[config.mk]
export PLATFORM = sky130hd
export DESIGN_NAME = dma_chan_regs
export DESIGN_NICKNAME = d
export VERILOG_FILES = /design/src/rtl/dmachan_pkg.sv /design/src/rtl/dmachan_cmd.sv /design/src/rtl/dmachan_ie.sv /design/src/rtl/dmachan_stat.sv /design/src/rtl/dma_chan_regs.sv
export SDC_FILE = /design/constraint.sdc
export NUM_CORES = 1
export LEC_CHECK = 0
export BUFFER_PORTS_ARGS = -buffer_cell sky130_fd_sc_hd__buf_4
export CAP_MARGIN = 15
export CORE_ASPECT_RATIO = 1.4
export CORE_UTILIZATION = 42
export DETAILED_ROUTE_END_ITERATION = 8
export PLACE_DENSITY_LB_ADDON = 0.12
export SLEW_MARGIN = 0
export SYNTH_ARGS = -nofsm -noshare
export SYNTH_HDL_FRONTEND = slang
export SYNTH_SLANG_ARGS = --single-unit
export TNS_END_PERCENT = 1
[constraint.sdc]
create_clock -name clk -period 2.55 [get_ports clk]
set_input_delay 0.255 -clock clk [delete_from_list [all_inputs] [get_ports clk]]
set_output_delay 0.255 -clock clk [all_outputs]
set_load 0.005 [all_outputs]
[src/rtl/dmachan_pkg.sv]
// Shared bit positions and types for the DMA channel register bank.
// Assumes a 32-bit register layout; event k sits at status/set bit 17+2k.
package dmachan_pkg;
    localparam int DW       = 32;
    localparam int N_EV     = 7;
    localparam int EV_BASE  = 17;
    localparam int N_PAIR   = N_EV + 1;

    localparam int EV_CONT   = 0;
    localparam int EV_LC     = 1;
    localparam int EV_DRDY   = 2;
    localparam int EV_MRDY   = 3;
    localparam int EV_DONE   = 4;
    localparam int EV_SAR    = 5;
    localparam int EV_LPAUSE = 6;

    localparam int OPB_START    = 0;
    localparam int OPB_STOP     = 2;
    localparam int OPB_ABORT    = 3;
    localparam int OPB_FRST     = 4;
    localparam int OPB_CLR_LC   = 5;
    localparam int OPB_CLR_DONE = 7;
    localparam int OPB_CHRST    = 31;

    localparam int STB_SUM  = 31;
    localparam int STB_XFER = 9;
    localparam int LERR_LSB = 4;
    localparam int MERR_LSB = 2;
    localparam int DERR_LSB = 0;

    typedef enum logic [1:0] {
        ERR_NONE  = 2'd0,
        ERR_BUS   = 2'd1,
        ERR_RETRY = 2'd2,
        ERR_OTHER = 2'd3
    } err_code_e;

    typedef struct packed {
        logic start;
        logic stop;
        logic abort;
        logic fifo_rst;
        logic clr_lc;
        logic clr_done;
        logic chan_rst;
    } cmd_t;
endpackage

[src/rtl/dmachan_cmd.sv]
// Operation-register decoder. Turns one write into the command bits
// at once (for in-bank clears) and registers the four outbound strobes
// so each is a one-cycle pulse on the cycle after the write.
// Assumes wr_op is high for one cycle per write.
module dmachan_cmd
    import dmachan_pkg::*;
#(
    parameter int W = DW
) (
    input  logic         clk,
    input  logic         rst_n,
    input  logic         wr_op,
    input  logic [W-1:0] wdata,
    output cmd_t         cmd_now,
    output logic         start_pls,
    output logic         stop_pls,
    output logic         abort_pls,
    output logic         fifo_rst_pls
);
    // Decode the command bits of the current write.
    always_comb begin
        cmd_now          = '0;
        cmd_now.start    = wr_op & wdata[OPB_START];
        cmd_now.stop     = wr_op & wdata[OPB_STOP];
        cmd_now.abort    = wr_op & wdata[OPB_ABORT];
        cmd_now.fifo_rst = wr_op & wdata[OPB_FRST];
        cmd_now.clr_lc   = wr_op & wdata[OPB_CLR_LC];
        cmd_now.clr_done = wr_op & wdata[OPB_CLR_DONE];
        cmd_now.chan_rst = wr_op & wdata[OPB_CHRST];
    end

    // Register outbound strobes as one-cycle pulses.
    always_ff @(posedge clk) begin
        if (!rst_n) begin
            start_pls    <= 1'b0;
            stop_pls     <= 1'b0;
            abort_pls    <= 1'b0;
            fifo_rst_pls <= 1'b0;
        end else begin
            start_pls    <= cmd_now.start;
            stop_pls     <= cmd_now.stop;
            abort_pls    <= cmd_now.abort;
            fifo_rst_pls <= cmd_now.fifo_rst;
        end
    end
endmodule

[src/rtl/dmachan_ie.sv]
// Interrupt-enable bank with per-enable set and clear bits.
// Pair k: set bit BASE+2k, clear bit BASE+2k-1; clear wins; 0 = no change.
// Assumes BASE+2*(NP-1) < W.
module dmachan_ie
    import dmachan_pkg::*;
#(
    parameter int W    = DW,
    parameter int NP   = N_PAIR,
    parameter int BASE = EV_BASE
) (
    input  logic          clk,
    input  logic          rst_n,
    input  logic          wr_ctrl,
    input  logic [W-1:0]  wdata,
    output logic [NP-1:0] en_q,
    output logic [W-1:0]  rd_word
);
    for (genvar k = 0; k < NP; k++) begin : g_pair
        localparam int SB = BASE + 2 * k;
        localparam int CB = SB - 1;

        // Update one enable from its set/clear pair.
        always_ff @(posedge clk) begin
            if (!rst_n)                      en_q[k] <= 1'b0;
            else if (wr_ctrl && wdata[CB])   en_q[k] <= 1'b0;
            else if (wr_ctrl && wdata[SB])   en_q[k] <= 1'b1;
        end
    end

    // Place each enable at its set-bit position for readback.
    always_comb begin
        rd_word = '0;
        for (int k = 0; k < NP; k++) rd_word[BASE + 2 * k] = en_q[k];
    end
endmodule

[src/rtl/dmachan_stat.sv]
// Status tracker: event flags (sticky or level-following per STICKY),
// per-side first-error capture, summary interrupt and status word.
// Assumes clears and channel reset are single-cycle strobes.
module dmachan_stat
    import dmachan_pkg::*;
#(
    parameter int           W      = DW,
    parameter int           NE     = N_EV,
    parameter logic [NE-1:0] STICKY = NE'((1 << EV_DONE) | (1 << EV_LC))
) (
    input  logic          clk,
    input  logic          rst_n,
    input  logic [NE-1:0] ev_in,
    input  logic [NE-1:0] clr_ev,
    input  logic          chan_rst,
    input  logic [1:0]    err_lnk,
    input  logic [1:0]    err_mem,
    input  logic [1:0]    err_dev,
    input  logic [NE-1:0] en_ev,
    input  logic          en_glb,
    output logic [NE-1:0] flag_q,
    output err_code_e     lnk_q,
    output err_code_e     mem_q,
    output err_code_e     dev_q,
    output logic          irq,
    output logic [W-1:0]  stat_word
);
    for (genvar k = 0; k < NE; k++) begin : g_ev
        if (STICKY[k]) begin : g_sticky
            // Hold the flag until its clear; a same-cycle event wins.
            always_ff @(posedge clk) begin
                if (!rst_n || chan_rst) flag_q[k] <= 1'b0;
                else                    flag_q[k] <= ev_in[k] | (flag_q[k] & ~clr_ev[k]);
            end
        end else begin : g_level
            // Follow the event input one cycle late.
            always_ff @(posedge clk) begin
                if (!rst_n || chan_rst) flag_q[k] <= 1'b0;
                else                    flag_q[k] <= ev_in[k];
            end
        end
    end

    // Keep the first nonzero error code of each side.
    always_ff @(posedge clk) begin
        if (!rst_n || chan_rst) begin
            lnk_q <= ERR_NONE;
            mem_q <= ERR_NONE;
            dev_q <= ERR_NONE;
        end else begin
            if (lnk_q == ERR_NONE) lnk_q <= err_code_e'(err_lnk);
            if (mem_q == ERR_NONE) mem_q <= err_code_e'(err_mem);
            if (dev_q == ERR_NONE) dev_q <= err_code_e'(err_dev);
        end
    end

    // Gate enabled events with the global enable.
    assign irq = en_glb & |(flag_q & en_ev);

    // Assemble the status word.
    always_comb begin
        stat_word = '0;
        for (int k = 0; k < NE; k++) stat_word[EV_BASE + 2 * k] = flag_q[k];
        stat_word[STB_SUM]             = irq;
        stat_word[STB_XFER]            = (lnk_q != ERR_NONE) | (mem_q != ERR_NONE) | (dev_q != ERR_NONE);
        stat_word[LERR_LSB +: 2]       = lnk_q;
        stat_word[MERR_LSB +: 2]       = mem_q;
        stat_word[DERR_LSB +: 2]       = dev_q;
    end
endmodule

[src/rtl/dma_chan_regs.sv]
// DMA channel register bank top: address decode, read mux, and the
// command, enable and status sub-blocks. Single-cycle bus, reads are
// combinational on bus_addr. Synchronous active-low reset.
module dma_chan_regs
    import dmachan_pkg::*;
#(
    parameter int ADDR_W   = 2,
    parameter int OP_IDX   = 0,
    parameter int CTRL_IDX = 1,
    parameter int STAT_IDX = 2
) (
    input  logic              clk,
    input  logic              rst_n,
    input  logic              bus_wr,
    input  logic [ADDR_W-1:0] bus_addr,
    input  logic [DW-1:0]     bus_wdata,
    output logic [DW-1:0]     bus_rdata,
    input  logic [N_EV-1:0]   ev_in,
    input  logic [1:0]        err_lnk,
    input  logic [1:0]        err_mem,
    input  logic [1:0]        err_dev,
    output logic              start_pls,
    output logic              stop_pls,
    output logic              abort_pls,
    output logic              fifo_rst_pls,
    output logic              irq
);
    logic              wr_op, wr_ctrl;
    cmd_t              cmd_now;
    logic [N_PAIR-1:0] en_q;
    logic [DW-1:0]     ctrl_word, stat_word;
    logic [N_EV-1:0]   flag_q, clr_ev;
    err_code_e         lnk_q, mem_q, dev_q;

    // Decode writes per register; status writes are dropped.
    assign wr_op   = bus_wr && (bus_addr == ADDR_W'(OP_IDX));
    assign wr_ctrl = bus_wr && (bus_addr == ADDR_W'(CTRL_IDX));

    dmachan_cmd #(.W(DW)) u_cmd (
        .clk(clk), .rst_n(rst_n), .wr_op(wr_op), .wdata(bus_wdata),
        .cmd_now(cmd_now), .start_pls(start_pls), .stop_pls(stop_pls),
        .abort_pls(abort_pls), .fifo_rst_pls(fifo_rst_pls)
    );

    dmachan_ie #(.W(DW), .NP(N_PAIR), .BASE(EV_BASE)) u_ie (
        .clk(clk), .rst_n(rst_n), .wr_ctrl(wr_ctrl), .wdata(bus_wdata),
        .en_q(en_q), .rd_word(ctrl_word)
    );

    // Route clear commands to their event positions.
    always_comb begin
        clr_ev          = '0;
        clr_ev[EV_LC]   = cmd_now.clr_lc;
        clr_ev[EV_DONE] = cmd_now.clr_done;
    end

    dmachan_stat #(.W(DW), .NE(N_EV)) u_stat (
        .clk(clk), .rst_n(rst_n), .ev_in(ev_in), .clr_ev(clr_ev),
        .chan_rst(cmd_now.chan_rst), .err_lnk(err_lnk), .err_mem(err_mem),
        .err_dev(err_dev), .en_ev(en_q[N_EV-1:0]), .en_glb(en_q[N_EV]),
        .flag_q(flag_q), .lnk_q(lnk_q), .mem_q(mem_q), .dev_q(dev_q),
        .irq(irq), .stat_word(stat_word)
    );

    // Select read data by word index; the operation register reads 0.
    always_comb begin
        if (bus_addr == ADDR_W'(CTRL_IDX))      bus_rdata = ctrl_word;
        else if (bus_addr == ADDR_W'(STAT_IDX)) bus_rdata = stat_word;
        else                                    bus_rdata = '0;
    end
endmodule

# Word-level counts from Yosys, hierarchy flattened
# Cells that the tools add are included.
# W data, S select, Z words.
# totals
reg_bits	25
latch_bits	0
mem_bits_rw	0
rom_bits	0
output_inout_bits	37
wordCells	80
n_memories	0
# classes
n_addsub	0
mul	0
div_mod_pow	0
n_lt_le_gt_ge	0
eq_ne	2
shifts	0
n_mux	2
n_bitwise	18
n_reduce_logical	36
# op_table
operator	n
$mux W32	2
$logic_and A1 B1 Y1	18
$reduce_or A2 Y1	8
$and A1 B1 Y1	10
$logic_not A2 Y1	4
$and A7 B7 Y7	1
$reduce_or A7 Y1	1
$reduce_bool A2 Y1	3
$or A1 B1 Y1	4
$not A1 Y1	3
$eq A2 B1 Y1 const B	1
$eq A2 B2 Y1 const B	1
$logic_not A1 Y1	1
$logic_or A1 B1 Y1	1

# Longest topological paths before layout
# Gate-level depths: netlist of run 1.
# depth
ltp_word	6
ltp_mapped	5

# Modules after synthesis
# From an unflattened synthesis of run 1, not the netlist that was laid out.
# unflattened
hier_cells	197
area_unflattened_um2	1826.8
# modules_own_cells
mod	n_inst	cells_per_inst	area_per_inst_um2	seq_area_each_um2
dmachan_stat	1	76	711.9	260.2
dmachan_ie	1	60	546.8	160.2
dma_chan_regs	1	45	399.1	0.0
dmachan_cmd	1	16	168.9	80.1

# Worst setup path before layout of run 1
# No wires, ideal clock.
# synth_timing
path_kind	register to output
from	register u_stat.flag_q[4]
to	output bus_rdata[31]
arrival_time_ps	957
t_required_ps	2295
setup_slack_ps	1338
stages_incl_launch_ff	4
n_path_buf	0
cell_sequence	dfxtp_1 a222oi_1 a31oi_1 o21a_1
# synth_via
elab_chain_cells	5
# synth_lines
element	line	text
start, declared	dmachan_stat.sv:21	output logic [NE-1:0] flag_q,
start signal, assigned by index	dmachan_stat.sv:33	else flag_q[k] <= ev_in[k] | (flag_q[k] & ~clr_ev[k]);
$and A7 B7 Y7	dmachan_stat.sv:58	assign irq = en_glb & |(flag_q & en_ev);
$reduce_or A7 Y1	dmachan_stat.sv:58	
$and A1 B1 Y1	dmachan_stat.sv:58	
$mux W32	dma_chan_regs.sv:68	else if (bus_addr == ADDR_W'(STAT_IDX)) bus_rdata = stat_word;
$mux W32	dma_chan_regs.sv:67	if (bus_addr == ADDR_W'(CTRL_IDX)) bus_rdata = ctrl_word;
end, declared	dma_chan_regs.sv:17	output logic [DW-1:0] bus_rdata,
# No other way between the ends.

# Worst setup path after layout of run 1
# Same ends and word-level chain as after synthesis.

==> results_dict.tcl, run 1 <==
set metrics [dict create \
    clock_sinks 25 \
    worst_r2r_endpoint "u_stat.flag_q[4]$_SDFF_PP0_" \
    slew_violations 0 \
    cp.arrival_ns 1.57 \
    cts-htree-levels 1 \
    area_share_of_the_leading_cell_type_in_the_synthesized_netlist_pct 43.0 \
    grt_max_degree 17 \
    final_antenna_net_count 0 \
    grt_first_pass_wirelength_microns 4180 \
    worst-path-max-fanout 3 \
    share_of_total_power_consumed_by_net_switching_pct 24.1 \
    die_h_microns 64.3 \
    grt_antenna_before_repair 0 \
    synth.yosys.seq_area_share_pct 43.0 \
    r2r_slack_ns 1.80 \
    drt-initial-drc-count 33 \
    power_density_mw_per_mm2 455 \
    numCtsBuffers 3 \
    wire_per_inst_microns 11.8 \
    fmaxAchievable_mhz 548 \
    first_global_vias 1027 \
    drcViolationCount 0 \
    layout_cell_share_with_drive_strength_beyond_1_pct 40.2 \
    detailed_placement_hpwl_microns 2020 \
    timing.critical_path.required_ns 2.30 \
    yosysTopAreaCell "sky130_fd_sc_hd__dfxtp_1" \
    highest-signal-layer "met4" \
    fp.dieArea_sq_mm 0.00299 \
    die_width_microns 46.5 \
    gp_congestion 0.718 \
    fin_hold_ws_ns 0.111 \
    num_rows 22 \
    nature_of_the_critical_path_endpoint "primary output" \
    fp.coreArea_sq_mm 0.00262 \
    vias 1035 \
    max-clock-path-buffers 2 \
    cts.reportedPaths.clkPinSlew_ns 0.12 \
    yosys_register_bits 25 \
    crit_path_end "bus_rdata[31]" \
    setup-violations-final 0 \
    areaGrowthSynthToFinish_pct 36.1 \
    critPathLaunchType "register" \
    post_synth_instance_area_sq_mm 0.00116 \
    tritoncts "yes" \
    cts_resized 0 \
    dr_wl_met3_microns 208 \
    wl_met1_microns 954 \
    route.detailed.vias_per_inst 4.81 \
    critical_path.reg2reg.startpoint "u_stat.flag_q[4]$_SDFF_PP0_" \
    timing.critical_path.from "u_stat.flag_q[4]$_SDFF_PP0_" \
    finalNetCount 230 \
    postCtsHoldBufs 0 \
    max-cap-violations 0 \
    result_of_the_run "finished, final reports clean" \
    finalWirelength_microns 2540 \
    synthesis.area_per_instance_sq_um 9.63 \
    worstRegToRegCells 2 \
    clk_pwr_share_pct 22.9 \
    worstSetupPathType "reg -> out" \
    final.setup_skew_ns 0.00155 \
    timing.final.ws_setup_ns 0.724 \
    rsz0062_at_grt "no" \
    finalWorstPathRequiredPeriod_ns 1.83 \
    seq_power_share_pct 58.7 \
    finalCritPeriodShare_pct 71.6 \
    global_route.overflow_total 0 \
    post_synth_num_cell_types 24 \
    slew_hr_pct 50.8 \
    route.met2.wl_microns 1330 \
    report.final.hold_viol_count 0 \
    cts_setup_buffers 0 \
    synth_top_cells_by_area "sky130_fd_sc_hd__dfxtp_1 43%, sky130_fd_sc_hd__buf_4 12%, sky130_fd_sc_hd__a211oi_2 8.6%" \
    pre_cts_ws_ns 0.987 \
    dr.pass1.iters 4 \
    syn-instance-count 121 \
    worst-slew-pin-transition_ns 0.737 \
    setup-tns-final_ns 0 \
    p_leak_uw 0.000742 \
    portBuffers 59 \
    comb_power_share_pct 18.4 \
    p_int_uw 548 \
    clk-insertion-delay-late_ns 0.30 \
    hold_class "in -> reg" \
    yosysWarningCount 0 \
    globalRouteTotalUtil_pct 18.8 \
    antenna_cells 0 \
    floorplan.io_pins 87 \
    switching_power_uw 174 \
    clock_tree.root_cell "sky130_fd_sc_hd__clkbuf_4" \
    effective_utilization_at_floorplan_pct 44.5 \
    peakVddDrop_v 0.000329 \
]
layout by cell type, fill, tap and decap left out:
master,count
sky130_fd_sc_hd__a222oi_1,1
sky130_fd_sc_hd__nor2b_1,2
sky130_fd_sc_hd__and3b_1,1
sky130_fd_sc_hd__a21oi_1,15
sky130_fd_sc_hd__nand2b_1,4
sky130_fd_sc_hd__a21o_1,1
sky130_fd_sc_hd__and3_1,4
sky130_fd_sc_hd__o21a_1,3
sky130_fd_sc_hd__conb_1,17
sky130_fd_sc_hd__clkbuf_4,3
sky130_fd_sc_hd__dfxtp_1,25
sky130_fd_sc_hd__nor2_1,6
sky130_fd_sc_hd__inv_2,1
sky130_fd_sc_hd__clkbuf_1,1
sky130_fd_sc_hd__a31oi_1,3
sky130_fd_sc_hd__inv_1,4
sky130_fd_sc_hd__and2_1,8
sky130_fd_sc_hd__nor3b_2,1
sky130_fd_sc_hd__a21boi_0,2
sky130_fd_sc_hd__a211oi_2,8
sky130_fd_sc_hd__a22o_1,7
sky130_fd_sc_hd__buf_4,59
sky130_fd_sc_hd__nor4_1,1
sky130_fd_sc_hd__a22oi_1,2
cell usage after synthesis (all sizes together):
master / instances
a21boi: 2
nor3b: 1
a31oi: 3
a21o: 1
a211oi: 8
nor2: 6
nor4: 1
a222oi: 1
conb: 1
inv: 5
nand2b: 4
and3b: 1
a21oi: 15
nor2b: 2
o21a: 3
and3: 4
dfxtp: 25
and2: 8
a22oi: 2
clkbuf: 2
a22o: 7
buf: 19
power groups by stage:
stage | clock (uW) | sequential [uW] | combinational [uW]
after floorplan | 0 | 429 | 80.9
after global placement | 0 | 432 | 130
after detailed placement | 0 | 433 | 133
after CTS | 175 | 424 | 133
after global routing | 196 | 427 | 149
final | 165 | 424 | 133
state kept, by name (all words and copies together) (netlist names):
name,cells
u_cmd.fifo_rst_pls,1
u_stat.flag_q,7
u_ie.en_q,8
u_stat.lnk_q,2
u_cmd.abort_pls,1
u_cmd.stop_pls,1
u_stat.dev_q,2
u_stat.mem_q,2
u_cmd.start_pls,1
per-stage QoR:
| stage | utilization [%] | instance area (sq um) | std cells | total power, uW |
|---|---|---|---|---|
| 2_1_floorplan | - | 1220 | 137 | 510 |
| 3_3_place_gp | 59.6 | 1560 | 211 | 561 |
| 3_5_place_dp | 59.6 | 1560 | 211 | 565 |
| 4_1_cts | 60.6 | 1590 | 215 | 732 |
| 5_1_grt | 60.6 | 1590 | 215 | 772 |
| 6_report | 60.6 | 1590 | 215 | 721 |
layer usage:
metal | track usage (%) | vias to the layer above
li1 | - | 513
met1 | 21.4 | 455
met2 | 31.4 | 61
met3 | 3.95 | 6
met4 | 8.82 | 0
met5 | 0 | -
final cells by class:
type / instances / area [sq um]
well taps: 36 / 45.0
clock buffers: 4 / 26.3
multi-input cells: 86 / 552
inverters: 5 / 18.8
fillers: 250 / 1030
repair buffers: 59 / 443
flip-flops and latches: 25 / 500
how the worst min path moves through the flow:
stage	from	endpoint	slack (ns)	cells past startpoint
floorplan	bus_wdata[16]	u_ie.en_q[0]$_SDFFE_PP0P_	0.35	1
global placement	bus_wdata[22]	u_ie.en_q[3]$_SDFFE_PP0P_	0.44	2
detailed placement	bus_wdata[16]	u_ie.en_q[0]$_SDFFE_PP0P_	0.44	2
CTS	bus_wdata[28]	u_ie.en_q[6]$_SDFFE_PP0P_	0.1	2
global route	bus_wdata[20]	u_ie.en_q[2]$_SDFFE_PP0P_	0.08	2
finish	bus_wdata[20]	u_ie.en_q[2]$_SDFFE_PP0P_	0.11	2
cell families after synthesis:
group	count (synthesis)	share of synthesized area (%)
AOI/OAI and AO/OA	42	27.9
and+or+nand+nor	27	14.0
buffers and inverters	26	14.8
DFF	25	43.0
other	1	0.322
critical path, stage by stage, from the launching register on:
cell                       delay, ns
sky130_fd_sc_hd__dfxtp_1        0.34
sky130_fd_sc_hd__a222oi_1       0.46
sky130_fd_sc_hd__a31oi_1        0.14
sky130_fd_sc_hd__o21a_1         0.19
sky130_fd_sc_hd__buf_4          0.13
Note: power is estimated with default switching activity, not from simulation.
==> run 2, diff against run 1 <==
--- a/config.mk
+++ b/config.mk
@@ -8,7 +8,7 @@
 export BUFFER_PORTS_ARGS = -buffer_cell sky130_fd_sc_hd__buf_4
 export CAP_MARGIN = 15
 export CORE_ASPECT_RATIO = 1.4
-export CORE_UTILIZATION = 42
+export CORE_UTILIZATION = 39
 export DETAILED_ROUTE_END_ITERATION = 8
 export PLACE_DENSITY_LB_ADDON = 0.12
 export SLEW_MARGIN = 0
==> constraint.sdc (replaced) <==
create_clock -name clk -period 1.86 [get_ports clk]
set_input_delay 0.186 -clock clk [delete_from_list [all_inputs] [get_ports clk]]
set_output_delay 0.186 -clock clk [all_outputs]
set_load 0.005 [all_outputs]
==> run 2 against run 1 <==
  * Count of clock-buffer cells in the layout shrank 1
  * Critical path type unchanged
  * Flip-flop and latch count is the same
  * Sequential share of layout area shrank 0.99 points
  * Largest cell class unchanged
  * Design area grew 3.2%
==> results_dict.tcl, run 2 (synthesis gave the netlist of run 1 again) <==
set metrics [dict create \
    biggest_regs "u_ie.en_q (8), u_stat.flag_q (7)" \
    peakVddDrop_v 0.000514 \
    final_antenna_net_count 0 \
    grt_first_pass_wirelength_microns 3960 \
    max-cap-violations 0 \
    min_to "u_ie.en_q[6]$_SDFFE_PP0P_" \
    finalNetCount 234 \
    rsz0062_at_grt "no" \
    result_of_the_run "finished, final reports clean" \
    worst-path-max-fanout 3 \
    pre_cts_ws_ns 0.438 \
    report.final.hold_viol_count 0 \
    critical_path.reg2reg.startpoint "u_stat.flag_q[4]$_SDFF_PP0_" \
    clock_sinks 25 \
    globalRouteTotalUtil_pct 17.1 \
    timing.final.ws_setup_ns 0.142 \
    worst-slew-pin-transition_ns 0.603 \
    cts_setup_buffers 0 \
    dr.pass1.iters 4 \
    p_leak_uw 0.000774 \
    cts-htree-levels 1 \
    first_global_vias 905 \
    tritoncts "yes" \
    postCtsHoldBufs 0 \
    clock_tree.root_cell "sky130_fd_sc_hd__clkbuf_8" \
    layout_commonest_cell "sky130_fd_sc_hd__buf_4" \
    r2r_slack_ns 1.12 \
    fp.dieArea_sq_mm 0.00321 \
    finalWirelength_microns 2710 \
    gp_congestion 0.681 \
    areaGrowthSynthToFinish_pct 40.5 \
    global_route.overflow_total 0 \
    slew_hr_pct 59.8 \
    effective_utilization_at_floorplan_pct 40.9 \
    final.setup_skew_ns 0.000611 \
    nature_of_the_critical_path_endpoint "primary output" \
    cp.arrival_ns 1.53 \
    grt_max_degree 15 \
    worstRegToRegCells 2 \
    setup-violations-final 0 \
    numCtsBuffers 3 \
    antenna_cells 0 \
    worst_hold_path_cell_count 2 \
    nFillCells 286 \
    finalCritPeriodShare_pct 92.4 \
    portBuffers 59 \
    most-common-layout-cells "63 x sky130_fd_sc_hd__buf_4, 25 x sky130_fd_sc_hd__dfxtp_1, 17 x sky130_fd_sc_hd__conb_1, 15 x sky130_fd_sc_hd__a21oi_1" \
    setup-tns-final_ns 0 \
    grt_antenna_before_repair 0 \
    timing.critical_path.required_ns 1.67 \
    wire_per_inst_microns 12.3 \
    drcViolationCount 0 \
    cts.reportedPaths.clkPinSlew_ns 0.08 \
    number_of_flip_flops_in_the_largest_register 8 \
    drt-initial-drc-count 27 \
    fp.coreArea_sq_mm 0.00285 \
    worst_r2r_endpoint "u_stat.flag_q[4]$_SDFF_PP0_" \
    floorplan.io_pins 87 \
    max_flop_register "u_ie.en_q" \
    num_rows 23 \
    finalWorstPathRequiredPeriod_ns 1.72 \
    die_width_microns 48.2 \
    vias 1038 \
    clk-insertion-delay-late_ns 0.26 \
    layout_cell_share_with_drive_strength_beyond_1_pct 42.1 \
    critPathLaunchType "register" \
    max-clock-path-buffers 2 \
    cts_resized 0 \
    post-layout-total-power_uw 1080 \
    fmaxAchievable_mhz 582 \
    slew_violations 0 \
    detailed_placement_hpwl_microns 2180 \
    die_h_microns 66.7 \
    worstSetupPathType "reg -> out" \
    power_density_mw_per_mm2 659 \
    hold_class "in -> reg" \
    beginning_of_the_worst_hold_path "bus_wdata[28]" \
    route.detailed.vias_per_inst 4.72 \
]
## run 2: cell types whose count changed in the layout (fill, tap and decap cells not counted), sizes merged
cell and delta:
clkinv +1, buf +4, clkbuf -1
## run 2: worst max-delay path by stage
stage	start	to	slack, ns	depth (start not counted)
floorplan	u_stat.flag_q[4]$_SDFF_PP0_	bus_rdata[31]	0.72	3
global placement	u_stat.flag_q[4]$_SDFF_PP0_	bus_rdata[31]	0.48	4
detailed placement	u_stat.flag_q[4]$_SDFF_PP0_	bus_rdata[31]	0.44	4
CTS	u_stat.flag_q[4]$_SDFF_PP0_	bus_rdata[31]	0.14	4
global route	u_stat.flag_q[4]$_SDFF_PP0_	bus_rdata[31]	0.12	4
finish	u_stat.flag_q[4]$_SDFF_PP0_	bus_rdata[31]	0.14	4
## run 2: per-stage QoR
stage	hold slack (ns)	area [sq um]	util, %	cells
CTS	0.0878	1640	57.4	220
global route	0.0830	1640	57.4	220
floorplan	0.279	1220	-	137
global placement	0.370	1590	55.8	216
finish	0.0916	1640	57.4	220
detailed placement	0.374	1590	55.8	216
## run 2: cell type report
class | count | area [sq um] | area share (%)
repair buffers | 63 | 473 | 28.9
inverters | 5 | 18.8 | 1.15
clock buffers | 3 | 41.3 | 2.52
multi-input cells | 86 | 552 | 33.7
clock inverters | 1 | 5.00 | 0.306
flip-flops and latches | 25 | 500 | 30.6
well taps | 37 | 46.3 | 2.83
## run 2: critical path: stages (launching register included)
cell and delay (ns):
sky130_fd_sc_hd__dfxtp_1 0.34, sky130_fd_sc_hd__a222oi_1 0.47, sky130_fd_sc_hd__a31oi_1 0.15, sky130_fd_sc_hd__o21a_1 0.19, sky130_fd_sc_hd__buf_4 0.13
## run 2: report_power, final
group | internal (uW) | total, uW | switching (uW)
combinational | 108 | 188 | 80.3
clock | 149 | 310 | 161
sequential | 563 | 580 | 17.0
## run 2: routing by layer
layer | vias up | part of all wire (%) | global-route usage (%)
met5 | - | 0 | 0
met4 | 0 | 0.59 | 4.51
met3 | 2 | 7.4 | 4.07
met2 | 48 | 52 | 29.7
met1 | 470 | 40 | 19.9
li1 | 518 | - | -
==> run 3, diff against run 2 <==
--- a/config.mk
+++ b/config.mk
@@ -9,8 +9,10 @@
 export CAP_MARGIN = 15
 export CORE_ASPECT_RATIO = 1.4
 export CORE_UTILIZATION = 39
+export CTS_CLUSTER_DIAMETER = 100
 export DETAILED_ROUTE_END_ITERATION = 8
 export PLACE_DENSITY_LB_ADDON = 0.12
+export REMOVE_ABC_BUFFERS = 1
 export SLEW_MARGIN = 0
 export SYNTH_ARGS = -nofsm -noshare
 export SYNTH_HDL_FRONTEND = slang
==> run 3 against run 2 <==
  * Critical endpoint unchanged
  * Combinational power about the same
  * Worst hold slack got worse by 0.0030 ns
  * Register-to-register slack about the same
  * Worst setup slack improved by 0.034 ns
==> results_dict.tcl, run 3 (synthesis gave the netlist of run 1 again) <==
set metrics [dict create \
    critical_path.reg2reg.startpoint "u_stat.flag_q[4]$_SDFF_PP0_" \
    share_of_total_power_consumed_by_net_switching_pct 24.0 \
    clock_sinks 25 \
    postCtsHoldBufs 0 \
    die_width_microns 48.2 \
    finalWorstPathRequiredPeriod_ns 1.68 \
    beginning_of_the_worst_hold_path "bus_wdata[16]" \
    final_antenna_net_count 0 \
    dr.pass1.iters 4 \
    pre_cts_ws_ns 0.452 \
    effective_utilization_at_floorplan_pct 40.9 \
    p_leak_uw 0.000774 \
    fp.coreArea_sq_mm 0.00285 \
    cts_setup_buffers 0 \
    layout.core_utilization_pct 57.4 \
    finalWirelength_microns 2670 \
    number_of_flip_flops_in_the_largest_register 8 \
    most-common-layout-cells "63 x sky130_fd_sc_hd__buf_4, 25 x sky130_fd_sc_hd__dfxtp_1, 17 x sky130_fd_sc_hd__conb_1, 15 x sky130_fd_sc_hd__a21oi_1" \
    biggest_regs "u_ie.en_q (8), u_stat.flag_q (7)" \
    detailed_placement_hpwl_microns 2150 \
    timing.critical_path.from "u_stat.flag_q[4]$_SDFF_PP0_" \
    cts-htree-levels 1 \
    layout_commonest_cell "sky130_fd_sc_hd__buf_4" \
    grt_antenna_before_repair 0 \
    p_int_uw 821 \
    worst-path-max-fanout 3 \
    gp_congestion 0.686 \
    cp_cell_sequence "a222oi_1 -> a31oi_1 -> o21a_1 -> buf_4" \
    nFillCells 279 \
    layout_cell_share_with_drive_strength_beyond_1_pct 42.1 \
    comb_power_share_pct 17.4 \
    drcViolationCount 0 \
    globalRouteTotalUtil_pct 17.1 \
    post-layout-total-power_uw 1080 \
    max-cap-violations 0 \
    report.final.hold_viol_count 0 \
    fmaxAchievable_mhz 594 \
    peakVddDrop_v 0.000619 \
    power_density_mw_per_mm2 660 \
    worst-slew-pin-transition_ns 0.598 \
    floorplan.io_pins 87 \
    cts_resized 0 \
    finalNetCount 234 \
    areaGrowthSynthToFinish_pct 40.5 \
    setup-tns-final_ns 0 \
    cts.reportedPaths.clkPinSlew_ns 0.09 \
    seq_power_share_pct 53.7 \
    route.detailed.vias_per_inst 4.77 \
    first_global_vias 889 \
    timing.critical_path.required_ns 1.67 \
    portBuffers 59 \
    critPathBufInv 1 \
    worstSetupPathType "reg -> out" \
    numCtsBuffers 3 \
    nature_of_the_critical_path_endpoint "primary output" \
    global_route.overflow_total 0 \
    switching_power_uw 259 \
    vias 1050 \
    clk-insertion-delay-late_ns 0.26 \
    antenna_cells 0 \
    timing.final.ws_setup_ns 0.176 \
    crit_path_top_delay_cell "sky130_fd_sc_hd__a222oi_1" \
    setup-violations-final 0 \
    slew_hr_pct 60.2 \
    rsz0062_at_grt "no" \
    finalCritPeriodShare_pct 90.6 \
    cp.arrival_ns 1.50 \
    hold_class "in -> reg" \
    result_of_the_run "finished, final reports clean" \
    final.setup_skew_ns 0.000113 \
    drt-initial-drc-count 15 \
    critPathLaunchType "register" \
    die_h_microns 66.7 \
    max-clock-path-buffers 2 \
    num_rows 23 \
    grt_first_pass_wirelength_microns 3860 \
    critPathMaxStageDelay_ns 0.44 \
    clock_tree.root_cell "sky130_fd_sc_hd__clkbuf_8" \
    wire_per_inst_microns 12.1 \
    tritoncts "yes" \
    critPathTopFamily "compound AO/OA/AOI/OAI gates" \
    clk_pwr_share_pct 28.9 \
    fp.dieArea_sq_mm 0.00321 \
    grt_max_degree 15 \
    slew_violations 0 \
    max_flop_register "u_ie.en_q" \
]
==> run 3: cell counts in the layout (fill, tap and decap cells not counted) <==
No cell type changed its count.
==> run 3: layer usage <==
metal | GRT usage (%) | wire (microns) | share of wire, % | vias up
met5 | 0 | 0 | 0 | -
met4 | 7.29 | 36 | 1.4 | 0
met3 | 3.25 | 172 | 6.5 | 4
met2 | 28.2 | 1450 | 54 | 46
met1 | 20.5 | 1010 | 38 | 483
li1 | - | - | - | 517
==> run 3: worst paths after layout <==
kind	to	slack (ns)	cells past startpoint
max	bus_rdata[31]	0.18	4
min	u_ie.en_q[0]$_SDFFE_PP0P_	0.09	2
max reg2reg	u_stat.flag_q[4]$_SDFF_PP0_	1.13	2
min reg2reg	u_stat.mem_q[0]$_SDFFE_PP0N_	0.51	2
==> run 3: per-stage QoR <==
step,area (sq um),hold WS [ns],cells
2_1_floorplan,1070,0.279,116
6_report,1640,0.0886,220
5_1_grt,1640,0.0872,220
4_1_cts,1640,0.0855,220
3_3_place_gp,1590,0.370,216
3_5_place_dp,1590,0.375,216
==> run 3: cell type report <==
| cell class | instances | area, sq um | area share (%) |
|---|---|---|---|
| multi-input cells | 86 | 552 | 33.7 |
| flip-flops and latches | 25 | 500 | 30.6 |
| repair buffers | 63 | 473 | 28.9 |
| well taps | 37 | 46.3 | 2.83 |
| clock buffers | 3 | 41.3 | 2.52 |
| inverters | 5 | 18.8 | 1.15 |
| clock inverters | 1 | 5.00 | 0.306 |
==> run 3: power by group through the flow <==
stage               sequential [uW]  clock (uW)  combinational (uW)
floorplan                       589           0                80.7
global placement                592           0                 184
detailed placement              593           0                 189
CTS                             580         324                 190
global route                    583         333                 209
finish                          580         312                 188
